### src/rtl/irq_route_pkg.sv
package irq_route_pkg;

    localparam int CNT_W         = 3;
    localparam int CPU_W         = 2;
    localparam int IDX_MASK_BASE = 0;
    localparam int IDX_PEND_BASE = 4;
    localparam int IDX_RAW       = 8;
    localparam int LOW_BITS      = 6;

    localparam logic [1:0] SIZE_FULL = 2'd3;

    typedef enum logic [1:0] {
        RD_NONE = 2'd0,
        RD_MASK = 2'd1,
        RD_PEND = 2'd2,
        RD_RAW  = 2'd3
    } rd_kind_e;

endpackage

### src/rtl/irq_reg_decode.sv
module irq_reg_decode
    import irq_route_pkg::*;
#(
    parameter int ADDR_W = 10,
    parameter int NCPU   = 4
) (
    input  logic              req_valid,
    input  logic              req_write,
    input  logic [ADDR_W-1:0] req_addr,
    input  logic [1:0]        req_size,
    output logic [NCPU-1:0]   mask_we,
    output rd_kind_e          rd_kind,
    output logic [CPU_W-1:0]  rd_cpu,
    output logic              bad
);

    localparam int IDX_W = ADDR_W - LOW_BITS;

    logic [IDX_W-1:0]    idx;
    logic [LOW_BITS-1:0] low;
    logic                hit;

    assign idx = req_addr[ADDR_W-1:LOW_BITS];
    assign low = req_addr[LOW_BITS-1:0];

    always_comb begin
        mask_we = '0;
        rd_kind = RD_NONE;
        rd_cpu  = '0;
        bad     = 1'b0;
        hit     = 1'b0;
        if (req_valid) begin
            if (req_size != SIZE_FULL || low != '0) begin
                bad = 1'b1;
            end else begin
                for (int c = 0; c < NCPU; c++) begin
                    if (idx == IDX_W'(IDX_MASK_BASE + c)) begin
                        hit = 1'b1;
                        if (req_write) begin
                            mask_we[c] = 1'b1;
                        end else begin
                            rd_kind = RD_MASK;
                            rd_cpu  = CPU_W'(c);
                        end
                    end
                    if (idx == IDX_W'(IDX_PEND_BASE + c)) begin
                        hit = 1'b1;
                        if (req_write) begin
                            bad = 1'b1;
                        end else begin
                            rd_kind = RD_PEND;
                            rd_cpu  = CPU_W'(c);
                        end
                    end
                end
                if (idx == IDX_W'(IDX_RAW)) begin
                    hit = 1'b1;
                    if (req_write) bad = 1'b1;
                    else           rd_kind = RD_RAW;
                end
                if (!hit) bad = 1'b1;
            end
        end
    end

    always_comb begin
        assert (!(bad && (mask_we != '0))) else $error("AST_BAD_NO_WE failed");
        assert ($onehot0(mask_we)) else $error("AST_WE_ONEHOT failed");
    end

endmodule

### src/rtl/irq_raw_vec.sv
module irq_raw_vec #(
    parameter int NSRC = 64
) (
    input  logic            clk,
    input  logic            rst_n,
    input  logic [NSRC-1:0] src_set,
    input  logic [NSRC-1:0] src_clr,
    output logic [NSRC-1:0] raw_q,
    output logic [NSRC-1:0] raw_nx,
    output logic            raw_chg
);

    typedef struct packed {
        logic [NSRC-1:0] raw;
    } raw_st_t;

    raw_st_t st_d, st_q;

    always_comb begin
        st_d     = st_q;
        st_d.raw = (st_q.raw & ~src_clr) | src_set;
    end

    always_ff @(posedge clk) begin
        if (!rst_n) st_q <= '0;
        else        st_q <= st_d;
    end

    assign raw_q   = st_q.raw;
    assign raw_nx  = st_d.raw;
    assign raw_chg = (st_d.raw != st_q.raw);

    AST_SPURIOUS_CLR: assert property (@(posedge clk) disable iff (!rst_n)
        (src_set == '0 && (src_clr & raw_q) == '0) |=> $stable(raw_q)) else $error("AST_SPURIOUS_CLR");
    AST_SET_WINS: assert property (@(posedge clk) disable iff (!rst_n)
        (src_set != '0) |=> ((raw_q & $past(src_set)) == $past(src_set))) else $error("AST_SET_WINS");
    AST_CLR_DROPS: assert property (@(posedge clk) disable iff (!rst_n)
        ((src_clr & ~src_set) != '0) |=> ((raw_q & $past(src_clr & ~src_set)) == '0)) else $error("AST_CLR_DROPS");

endmodule

### src/rtl/irq_cpu_slice.sv
module irq_cpu_slice
    import irq_route_pkg::*;
#(
    parameter int NSRC   = 64,
    parameter int CPU_ID = 0
) (
    input  logic             clk,
    input  logic             rst_n,
    input  logic [CNT_W-1:0] cpu_cnt,
    input  logic             mask_we,
    input  logic [NSRC-1:0]  wdata,
    input  logic [NSRC-1:0]  raw_q,
    input  logic [NSRC-1:0]  raw_nx,
    input  logic             raw_chg,
    output logic [NSRC-1:0]  mask_q,
    output logic [NSRC-1:0]  pend_q,
    output logic             irq_q
);

    typedef struct packed {
        logic [NSRC-1:0] mask;
        logic [NSRC-1:0] pend;
        logic            irq;
    } slice_st_t;

    slice_st_t st_d, st_q;
    logic      active;

    assign active = (cpu_cnt > CNT_W'(CPU_ID));

    always_comb begin
        st_d = st_q;
        if (mask_we) st_d.mask = wdata;
        if (mask_we || (active && raw_chg)) st_d.pend = st_d.mask & raw_nx;
        st_d.irq = |st_d.pend;
    end

    always_ff @(posedge clk) begin
        if (!rst_n) st_q <= '0;
        else        st_q <= st_d;
    end

    assign mask_q = st_q.mask;
    assign pend_q = st_q.pend;
    assign irq_q  = st_q.irq;

    AST_MASK_WR_PEND: assert property (@(posedge clk) disable iff (!rst_n)
        mask_we |=> (pend_q == (mask_q & raw_q))) else $error("AST_MASK_WR_PEND");
    AST_ACTIVE_TRACK: assert property (@(posedge clk) disable iff (!rst_n)
        (active && raw_chg) |=> (pend_q == (mask_q & raw_q))) else $error("AST_ACTIVE_TRACK");
    AST_INACTIVE_HOLD: assert property (@(posedge clk) disable iff (!rst_n)
        (!active && !mask_we) |=> $stable(pend_q)) else $error("AST_INACTIVE_HOLD");
    AST_MASK_HOLD: assert property (@(posedge clk) disable iff (!rst_n)
        !mask_we |=> $stable(mask_q)) else $error("AST_MASK_HOLD");
    AST_IRQ_LEVEL: assert property (@(posedge clk) disable iff (!rst_n)
        irq_q == (|pend_q)) else $error("AST_IRQ_LEVEL");

endmodule

### src/rtl/dev_irq_router.sv
module dev_irq_router
    import irq_route_pkg::*;
#(
    parameter int NSRC   = 64,
    parameter int NCPU   = 4,
    parameter int ADDR_W = 10
) (
    input  logic              clk,
    input  logic              rst_n,
    input  logic [CNT_W-1:0]  cpu_cnt,
    input  logic [NSRC-1:0]   src_set,
    input  logic [NSRC-1:0]   src_clr,
    input  logic              req_valid,
    input  logic              req_write,
    input  logic [ADDR_W-1:0] req_addr,
    input  logic [1:0]        req_size,
    input  logic [NSRC-1:0]   req_wdata,
    output logic              rsp_valid,
    output logic              rsp_err,
    output logic [NSRC-1:0]   rsp_rdata,
    output logic              err_sticky,
    output logic [NCPU-1:0]   cpu_irq
);

    typedef struct packed {
        logic            rsp_valid;
        logic            rsp_err;
        logic [NSRC-1:0] rsp_rdata;
        logic            err;
    } top_st_t;

    top_st_t st_d, st_q;

    logic [NCPU-1:0]  mask_we;
    rd_kind_e         rd_kind;
    logic [CPU_W-1:0] rd_cpu;
    logic             bad;
    logic [NSRC-1:0]  raw_q, raw_nx;
    logic             raw_chg;
    logic [NSRC-1:0]  mask_all [NCPU];
    logic [NSRC-1:0]  pend_all [NCPU];
    logic [NSRC-1:0]  rd_mux;

    irq_reg_decode #(.ADDR_W(ADDR_W), .NCPU(NCPU)) u_dec (
        .req_valid (req_valid),
        .req_write (req_write),
        .req_addr  (req_addr),
        .req_size  (req_size),
        .mask_we   (mask_we),
        .rd_kind   (rd_kind),
        .rd_cpu    (rd_cpu),
        .bad       (bad)
    );

    irq_raw_vec #(.NSRC(NSRC)) u_raw (
        .clk     (clk),
        .rst_n   (rst_n),
        .src_set (src_set),
        .src_clr (src_clr),
        .raw_q   (raw_q),
        .raw_nx  (raw_nx),
        .raw_chg (raw_chg)
    );

    for (genvar c = 0; c < NCPU; c++) begin : g_cpu
        irq_cpu_slice #(.NSRC(NSRC), .CPU_ID(c)) u_slice (
            .clk     (clk),
            .rst_n   (rst_n),
            .cpu_cnt (cpu_cnt),
            .mask_we (mask_we[c]),
            .wdata   (req_wdata),
            .raw_q   (raw_q),
            .raw_nx  (raw_nx),
            .raw_chg (raw_chg),
            .mask_q  (mask_all[c]),
            .pend_q  (pend_all[c]),
            .irq_q   (cpu_irq[c])
        );
    end

    always_comb begin
        rd_mux = '0;
        for (int c = 0; c < NCPU; c++) begin
            if (rd_cpu == CPU_W'(c)) begin
                if (rd_kind == RD_MASK) rd_mux = mask_all[c];
                if (rd_kind == RD_PEND) rd_mux = pend_all[c];
            end
        end
        if (rd_kind == RD_RAW) rd_mux = raw_q;
    end

    always_comb begin
        st_d           = st_q;
        st_d.rsp_valid = req_valid;
        st_d.rsp_err   = req_valid && bad;
        st_d.rsp_rdata = (req_valid && !bad && !req_write) ? rd_mux : '0;
        st_d.err       = st_q.err || (req_valid && bad);
    end

    always_ff @(posedge clk) begin
        if (!rst_n) st_q <= '0;
        else        st_q <= st_d;
    end

    assign rsp_valid  = st_q.rsp_valid;
    assign rsp_err    = st_q.rsp_err;
    assign rsp_rdata  = st_q.rsp_rdata;
    assign err_sticky = st_q.err;

    AST_RSP_NEXT: assert property (@(posedge clk) disable iff (!rst_n)
        req_valid |=> rsp_valid) else $error("AST_RSP_NEXT");
    AST_ERR_STICKY: assert property (@(posedge clk) disable iff (!rst_n)
        err_sticky |=> err_sticky) else $error("AST_ERR_STICKY");
    AST_ERR_ZERO_DATA: assert property (@(posedge clk) disable iff (!rst_n)
        rsp_err |-> (rsp_rdata == '0)) else $error("AST_ERR_ZERO_DATA");
    AST_ERR_FLAGGED: assert property (@(posedge clk) disable iff (!rst_n)
        rsp_err |-> err_sticky) else $error("AST_ERR_FLAGGED");

endmodule

### config.mk
export PLATFORM = sky130hd
export DESIGN_NAME = dev_irq_router
export DESIGN_NICKNAME = d
export VERILOG_FILES = /design/src/rtl/irq_route_pkg.sv /design/src/rtl/irq_reg_decode.sv /design/src/rtl/irq_raw_vec.sv /design/src/rtl/irq_cpu_slice.sv /design/src/rtl/dev_irq_router.sv
export SDC_FILE = /design/constraint.sdc
export NUM_CORES = 1
export LEC_CHECK = 0
export ABC_AREA = 1
export BUFFER_PORTS_ARGS = -buffer_cell sky130_fd_sc_hd__buf_2
export CAP_MARGIN = 20
export CORE_MARGIN = 3
export CORE_UTILIZATION = 45
export CTS_BUF_LIST = sky130_fd_sc_hd__clkbuf_2 sky130_fd_sc_hd__clkbuf_4 sky130_fd_sc_hd__clkbuf_8
export DETAILED_ROUTE_END_ITERATION = 7
export HOLD_SLACK_MARGIN = 0.02
export REMOVE_ABC_BUFFERS = 1
export SYNTH_ARGS = -nofsm -noshare
export SYNTH_HDL_FRONTEND = slang
export SYNTH_SLANG_ARGS = --single-unit
export TNS_END_PERCENT = 30
### constraint.sdc
create_clock -name clk -period 5.6 [get_ports clk]
set_input_delay 1.68 -clock clk [delete_from_list [all_inputs] [get_ports clk]]
set_output_delay 1.68 -clock clk [all_outputs]
set_load 0.005 [all_outputs]
==> run metrics, run 1 <==
post-layout total power=10.3 mW; TritonCTS clock tree=done; Final Max Slew Viols=0; unrepaired setup endpoints after global routing=no; hold worst-path end=err_sticky; count of max-cap constraint violations=0; mapped cell area=31800 um2; Async SR Flop Fraction=0; wire per inst=18.2 um; portion of synthesized cell area occupied by the leading cell type=0.407; count of warnings emitted by yosys=0; Placed Instance Area=34200 um2; port buffer count=281; Fin Setup TNS=0 ps; pin count of the biggest net entering global routing=137; number of global-route vias before repair=29.7k; hold path depth=2; GRT met2 Usage=0.477; Hold WS=457 ps; P_leak=17.6 nW; cell area after layout=36800 um2; latest clock arrival within the worst-skew pair=720 ps; core region area=69300 um2; starting density of the core=0.459; DRC errors left=0; CTS clock-pin slew for the worst setup and hold paths=60 ps; number of top-level design ports=282; number of buffers between clock root and the deepest sink=3; Worst R2R Setup Slack=1620 ps; # nets final=5382; Seq cells post-synth=647; Post-CTS Hold Buffers=0; via density per instance=5.25; via count=32.5k; count of filler cells inserted in the layout=7192; number of instances in the synthesized netlist=4984; Layout Area Growth over Synthesis=15.8%; Slew HR=0.278; outcome=finished clean; sequential cell area fraction in the yosys report=0.407; worst-path maximum fanout=26; Reg-to-Reg End=g_cpu[0].u_slice.irq_q; Inserted Clock Buffers=115; number of synthesized flops with an enable pin=0; global router's overall resource usage=0.296; final setup skew=20.3 ps; average size of a mapped cell=6.38 um2; number of antenna violations at the first check in global routing=7; global route hottest layer=met2; clock period minus worst slack=4710 ps; half-perimeter wire length after placement=73500 um; number of sinks handled by clock tree synthesis=647; cell type contributing the most total cell area after synthesis=dfxtp_1; Setup crit start=src_set[16]; Net Sw Frac=0.248; count of unique library cells instantiated by Yosys=36; internal cell power=7.78 mW; Total Die Area=73900 um2; setup violators final=0; combinational share of power=0.064; fin util=0.531; Final Instance Count excl. Fillers=6199; upper clock frequency limit=212 MHz; type of the worst setup path=in2reg; number of buffers added for setup after CTS=0; CTS resizes=0; 1st-pass router iterations=8; top_reg_cell synth=dfxtp_1; slew of the pin with the lowest slew margin=1080 ps; Worst Hold Launch=err_sticky; total count of hold-check failures in the final report=0; routability congestion estimate from global placement=0.856; final antenna-violating net count=0; data arrival time of the worst path=5310 ps; placed cell count=5985; area of combinational cells with multiple inputs=15600 um2; critical path startpoint category=input port; power per standard cell area=281 nW/um2; Setup Slack @ Placement=202 ps; final wirelength=113000 um; Tcrit/Tclk final=0.841; global-route track usage on met1=0.408; crit path setup slack, layout=891 ps; horizontal extent of the die=272 um; overall overflow remaining after global route=0; total net switching power=2.57 mW; logic depth of the worst register-to-register path=19; capturing element type of the critical path=flop; Clock Tree Root=clkbuf_8; iteration-0 DRC count of the detailed router=3162; CP required=6200 ps; type of the worst min-delay path=reg2reg; met3 track demand over resource in global routing=0.0455; total number of H-tree levels=3; clock share of power=0.481; global-route wire length before repair=172000 um; Core Rows=96; Seq. cell area=13000 um2; Seq pwr share=0.456; worst r2r src=u_raw.raw_q[16]; Die Height=272 um; IR Drop Worst-Case VDD=0.173 mV; largest cells by area after synthesis=dfxtp_1, nand2_1, nor2_1, o21ai_0, inv_1; share of layout cells above drive strength 1=0.119
cell families (layout without fill, tap and decap cells):
| family | Yosys count | after routing | share of synthesized area |
|---|---|---|---|
| AO/OA/AOI/OAI | 949 | 949 | 0.165 |
| buffers and inverters | 854 | 1134 | 0.105 |
| flip-flops | 647 | 647 | 0.407 |
| multiplexers | 44 | 44 | 0.0138 |
| other | 0 | 4 | 0 |
| AND/OR/NAND/NOR | 2490 | 2490 | 0.309 |
Yosys cell counts (all sizes together), types with 44 or more instances:
cell type and instances:
inv 550, buf 80, a21oi 221, nor2 776
clkbuf 220, o211ai 77, mux2i 44, a22o 45
o21ai 559, nand2 1423, dfxtp 647, nand3 209
power by group through the flow:
| stage | combinational [mW] | clock [mW] | sequential (mW) |
|---|---|---|---|
| after floorplan | 0.350 | 0 | 4.80 |
| after global placement | 0.648 | 0 | 4.81 |
| after detailed placement | 0.651 | 0 | 4.81 |
| after CTS | 0.654 | 5.04 | 4.72 |
| after global routing | 0.732 | 5.24 | 4.72 |
| final | 0.659 | 4.97 | 4.72 |
critical path: stages:
cell     delay [ps]
buf_2            80
inv_1            40
nand3_1          50
o21ai_0         110
nor2_1          190
nand2_1         200
nor2_1          350
nand2_1         240
nor2_1          150
nand2_1         170
nand2_1         180
nand2_4         170
buf_4           290
o21ai_0         330
nand2_1         110
nor2_1          210
nand2_1         130
nor2_1          300
nand2_1         150
nor2_1          100
nor2_1           40
area by class of cell:
class	count	area share
Antenna cell	4	0.000272
Clock buffer	190	0.0661
Clock inverter	20	0.00551
Inverter	554	0.0568
Multi-Input combinational cell	3483	0.425
Sequential cell	647	0.352
Tap cell	931	0.0316
Timing Repair Buffer	370	0.0628
placed cells by master, fill, tap and decap left out, types with 77 or more instances in the layout:
cell type,n
buf_2,281
a21oi_1,221
nor2_1,770
clkbuf_8,161
nand2_1,1415
o211ai_1,77
nand3_1,206
dfxtp_1,647
inv_1,541
o21ai_0,501
worst max path at each step:
stage / to / slack (ps)
final: g_cpu[0].u_slice.irq_q / 890
after global routing: g_cpu[0].u_slice.irq_q / 660
after CTS: g_cpu[0].u_slice.irq_q / 990
after detailed placement: g_cpu[0].u_slice.irq_q / 200
after global placement: g_cpu[0].u_slice.irq_q / 190
after floorplan: rsp_rdata[11] / -8140
routing by layer:
metal  share of wire  routed length [um]
met1            0.45               50500
met2            0.45               50400
met3           0.076                8580
met4           0.030                3430
met5         0.00026                  29
flip-flops by register name (all words and copies together), names as in the netlist:
| register | count |
|---|---|
| g_cpu.u_slice.mask_q | 256 |
| g_cpu.u_slice.pend_q | 256 |
| rsp_rdata | 64 |
| u_raw.raw_q | 64 |
| g_cpu.u_slice.irq_q | 4 |
| err_sticky | 1 |
| rsp_err | 1 |
| rsp_valid | 1 |
No activity file was read; power rests on OpenSTA's default activity.
==> inputs of run 2 (changes only) <==
Clock period 5.6 ns to 4.6 ns, I/O delays scaled along.
==> run 2 against run 1 <==
Combinational power is 25% higher. Critical path depth is 1 higher. Die area stayed put. Utilization is 1.0 points higher. Register-to-register slack worse by 640 ps. Design area is 1.9% higher. Setup slack worse by 350 ps. First-iteration DRC count is 16% lower. Largest cell class unchanged. Highest routed layer unchanged.
==> run metrics, run 2 (synthesis results as in run 1) <==
hold path depth=2 (unchanged); final wirelength=113000 um (-0.27%); number of buffers and inverters on the critical path=4 (+1); critical path startpoint category=input port; P_leak=17.9 nW (+2.1%); Slew HR=0.262 (-0.0155); post-layout total power=12.3 mW (+19%); most common cell after layout, fill and taps aside=nand2_1; TritonCTS clock tree=done; logic depth of the worst register-to-register path=21 (+2); placed cell count=6058 (+1.2%); # nets final=5454 (+1.3%); slew of the pin with the lowest slew margin=1110 ps (+24.8 ps); via count=32.7k (+0.36%); Inserted Clock Buffers=114 (-0.87%); horizontal extent of the die=272 um (unchanged); type of the worst setup path=in2reg; CP cell instances=buf_2, or2_1, nand2_1, nand2_1, inv_1, nand2_1, nor2_1, nand2_1, nor2_1, nand2_1, buf_4, nand2_1, nand2_4, buf_4, o21ai_0, nand2_1, nor2_1, nand2_1, nor2_1, nand2_1, nor2_1, nor2_1; Worst R2R Setup Slack=980 ps (-640 ps); cell occurring most often along the worst timing path=nand2_1; power per standard cell area=328 nW/um2 (+17%); cell with the biggest individual delay on the critical path=nor2_1; clock period minus worst slack=4060 ps; final antenna-violating net count=0 (unchanged); unrepaired setup endpoints after global routing=no; setup violators final=0 (unchanged); worst r2r src=u_raw.raw_q[41]; outcome=finished clean; total number of H-tree levels=3 (unchanged); biggest cell delay along the critical path=370 ps (+20 ps); data arrival time of the worst path=4640 ps (-670 ps); via density per instance=5.21 (-0.68%); type of the worst min-delay path=reg2reg; Layout Area Growth over Synthesis=18.0%; cell area after layout=37500 um2 (+1.9%); Reg-to-Reg End=g_cpu[2].u_slice.irq_q; share of layout cells above drive strength 1=0.129 (+0.0104); starting density of the core=0.459 (unchanged); routability congestion estimate from global placement=0.862 (+0.70%); DRC errors left=0 (unchanged); core region area=69300 um2 (unchanged); Worst Hold Launch=err_sticky; CTS resizes=0 (unchanged); Total Die Area=73900 um2 (unchanged); IR Drop Worst-Case VDD=0.177 mV (+1.9%); number of buffers added for setup after CTS=0 (unchanged); capturing element type of the critical path=flop; CP required=5190 ps (-1010 ps); count of max-cap constraint violations=0 (unchanged); overall overflow remaining after global route=0 (unchanged); Final Max Slew Viols=0 (unchanged); Placed Instance Area=35000 um2 (+2.6%); hold worst-path end=err_sticky; Clock Tree Root=clkbuf_8; Hold WS=459 ps (+1.99 ps); number of antenna violations at the first check in global routing=8 (+1); final setup skew=44.2 ps (+23.9 ps); number of top-level design ports=282 (unchanged); iteration-0 DRC count of the detailed router=2650 (-16%); number of buffers between clock root and the deepest sink=3 (unchanged); CTS clock-pin slew for the worst setup and hold paths=60 ps (about the same); total count of hold-check failures in the final report=0 (unchanged); Core Rows=96 (unchanged); Tcrit/Tclk final=0.882; global router's overall resource usage=0.297 (+0.000309); largest delay contributor family on the critical path=simple AND/OR/NAND/NOR gates; port buffer count=281 (unchanged); Post-CTS Hold Buffers=0 (unchanged); pin count of the biggest net entering global routing=120 (-12%); 1st-pass router iterations=7 (-1); commonest cells after routing, fill and taps aside=nand2_1, nor2_1, dfxtp_1, inv_1, o21ai_0; Final Instance Count excl. Fillers=6264 (+1.0%); worst-path maximum fanout=21 (-19%); global-route wire length before repair=172000 um (+0.14%); Die Height=272 um (unchanged); number of global-route vias before repair=30.4k (+2.3%); half-perimeter wire length after placement=76100 um (+3.5%); number of sinks handled by clock tree synthesis=647 (unchanged); wire per inst=18.0 um (-1.3%); latest clock arrival within the worst-skew pair=740 ps (+20 ps); upper clock frequency limit=247 MHz
-- run 2: cell types whose count changed in the layout (fill, tap and decap cells not counted) --
cell	change
clkbuf_4	+7
clkinvlp_4	+1
clkbuf_8	-11
bufinv_16	-2
buf_4	+47
buf_12	+26
clkinv_2	-5
diode_2	+2
-- run 2: metal layers --
metal | part of all wire | routed length, um | global-route usage | up-vias
li1 | - | - | - | 16300
met1 | 0.45 | 50200 | 0.405 | 14900
met2 | 0.44 | 49900 | 0.468 | 1198
met3 | 0.078 | 8780 | 0.0543 | 214
met4 | 0.033 | 3670 | 0.109 | 2
met5 | 0.00017 | 19 | 0 | -
-- run 2: how the worst max path moves through the flow --
stage	start	endpoint	cells after the start
6_report	src_set[41]	g_cpu[2].u_slice.irq_q	22
5_1_grt	src_set[41]	g_cpu[2].u_slice.irq_q	22
4_1_cts	src_set[49]	g_cpu[3].u_slice.irq_q	22
3_5_place_dp	src_set[49]	g_cpu[3].u_slice.irq_q	22
3_3_place_gp	src_set[41]	g_cpu[3].u_slice.irq_q	22
2_1_floorplan	req_addr[1]	rsp_rdata[11]	10
-- run 2: power breakdown --
group,internal (mW),switching [mW],leakage (nW),total [mW]
sequential,5.69,0.0535,5.24,5.74
combinational,0.258,0.564,11.4,0.822
clock,3.28,2.44,1.31,5.72
-- run 2: area by class of cell --
type	instances	area [um2]
Sequential cell	647	13000
Timing Repair Buffer	443	3190
Tap cell	931	1160
Inverter	554	2090
Fill cell	7134	31800
Multi-Input combinational cell	3483	15600
Antenna cell	6	15.0
Clock inverter	14	125
Clock buffer	186	2330
-- run 2: worst register-to-register path: cells and delay by family, from the launching register on --
kind	cells	cell delay, ps
flops	1	320
compound gates	1	260
buf+inv	3	550
simple gates	17	2370
-- run 2: per-stage QoR --
stage	utilization	setup WS, ps	TNS (ps)
final	0.541	543	0
after detailed placement	0.506	-135	-278
after floorplan	-	-8840	-1626180
after global routing	0.541	462	0
after global placement	0.506	-148	-276
after CTS	0.541	636	0
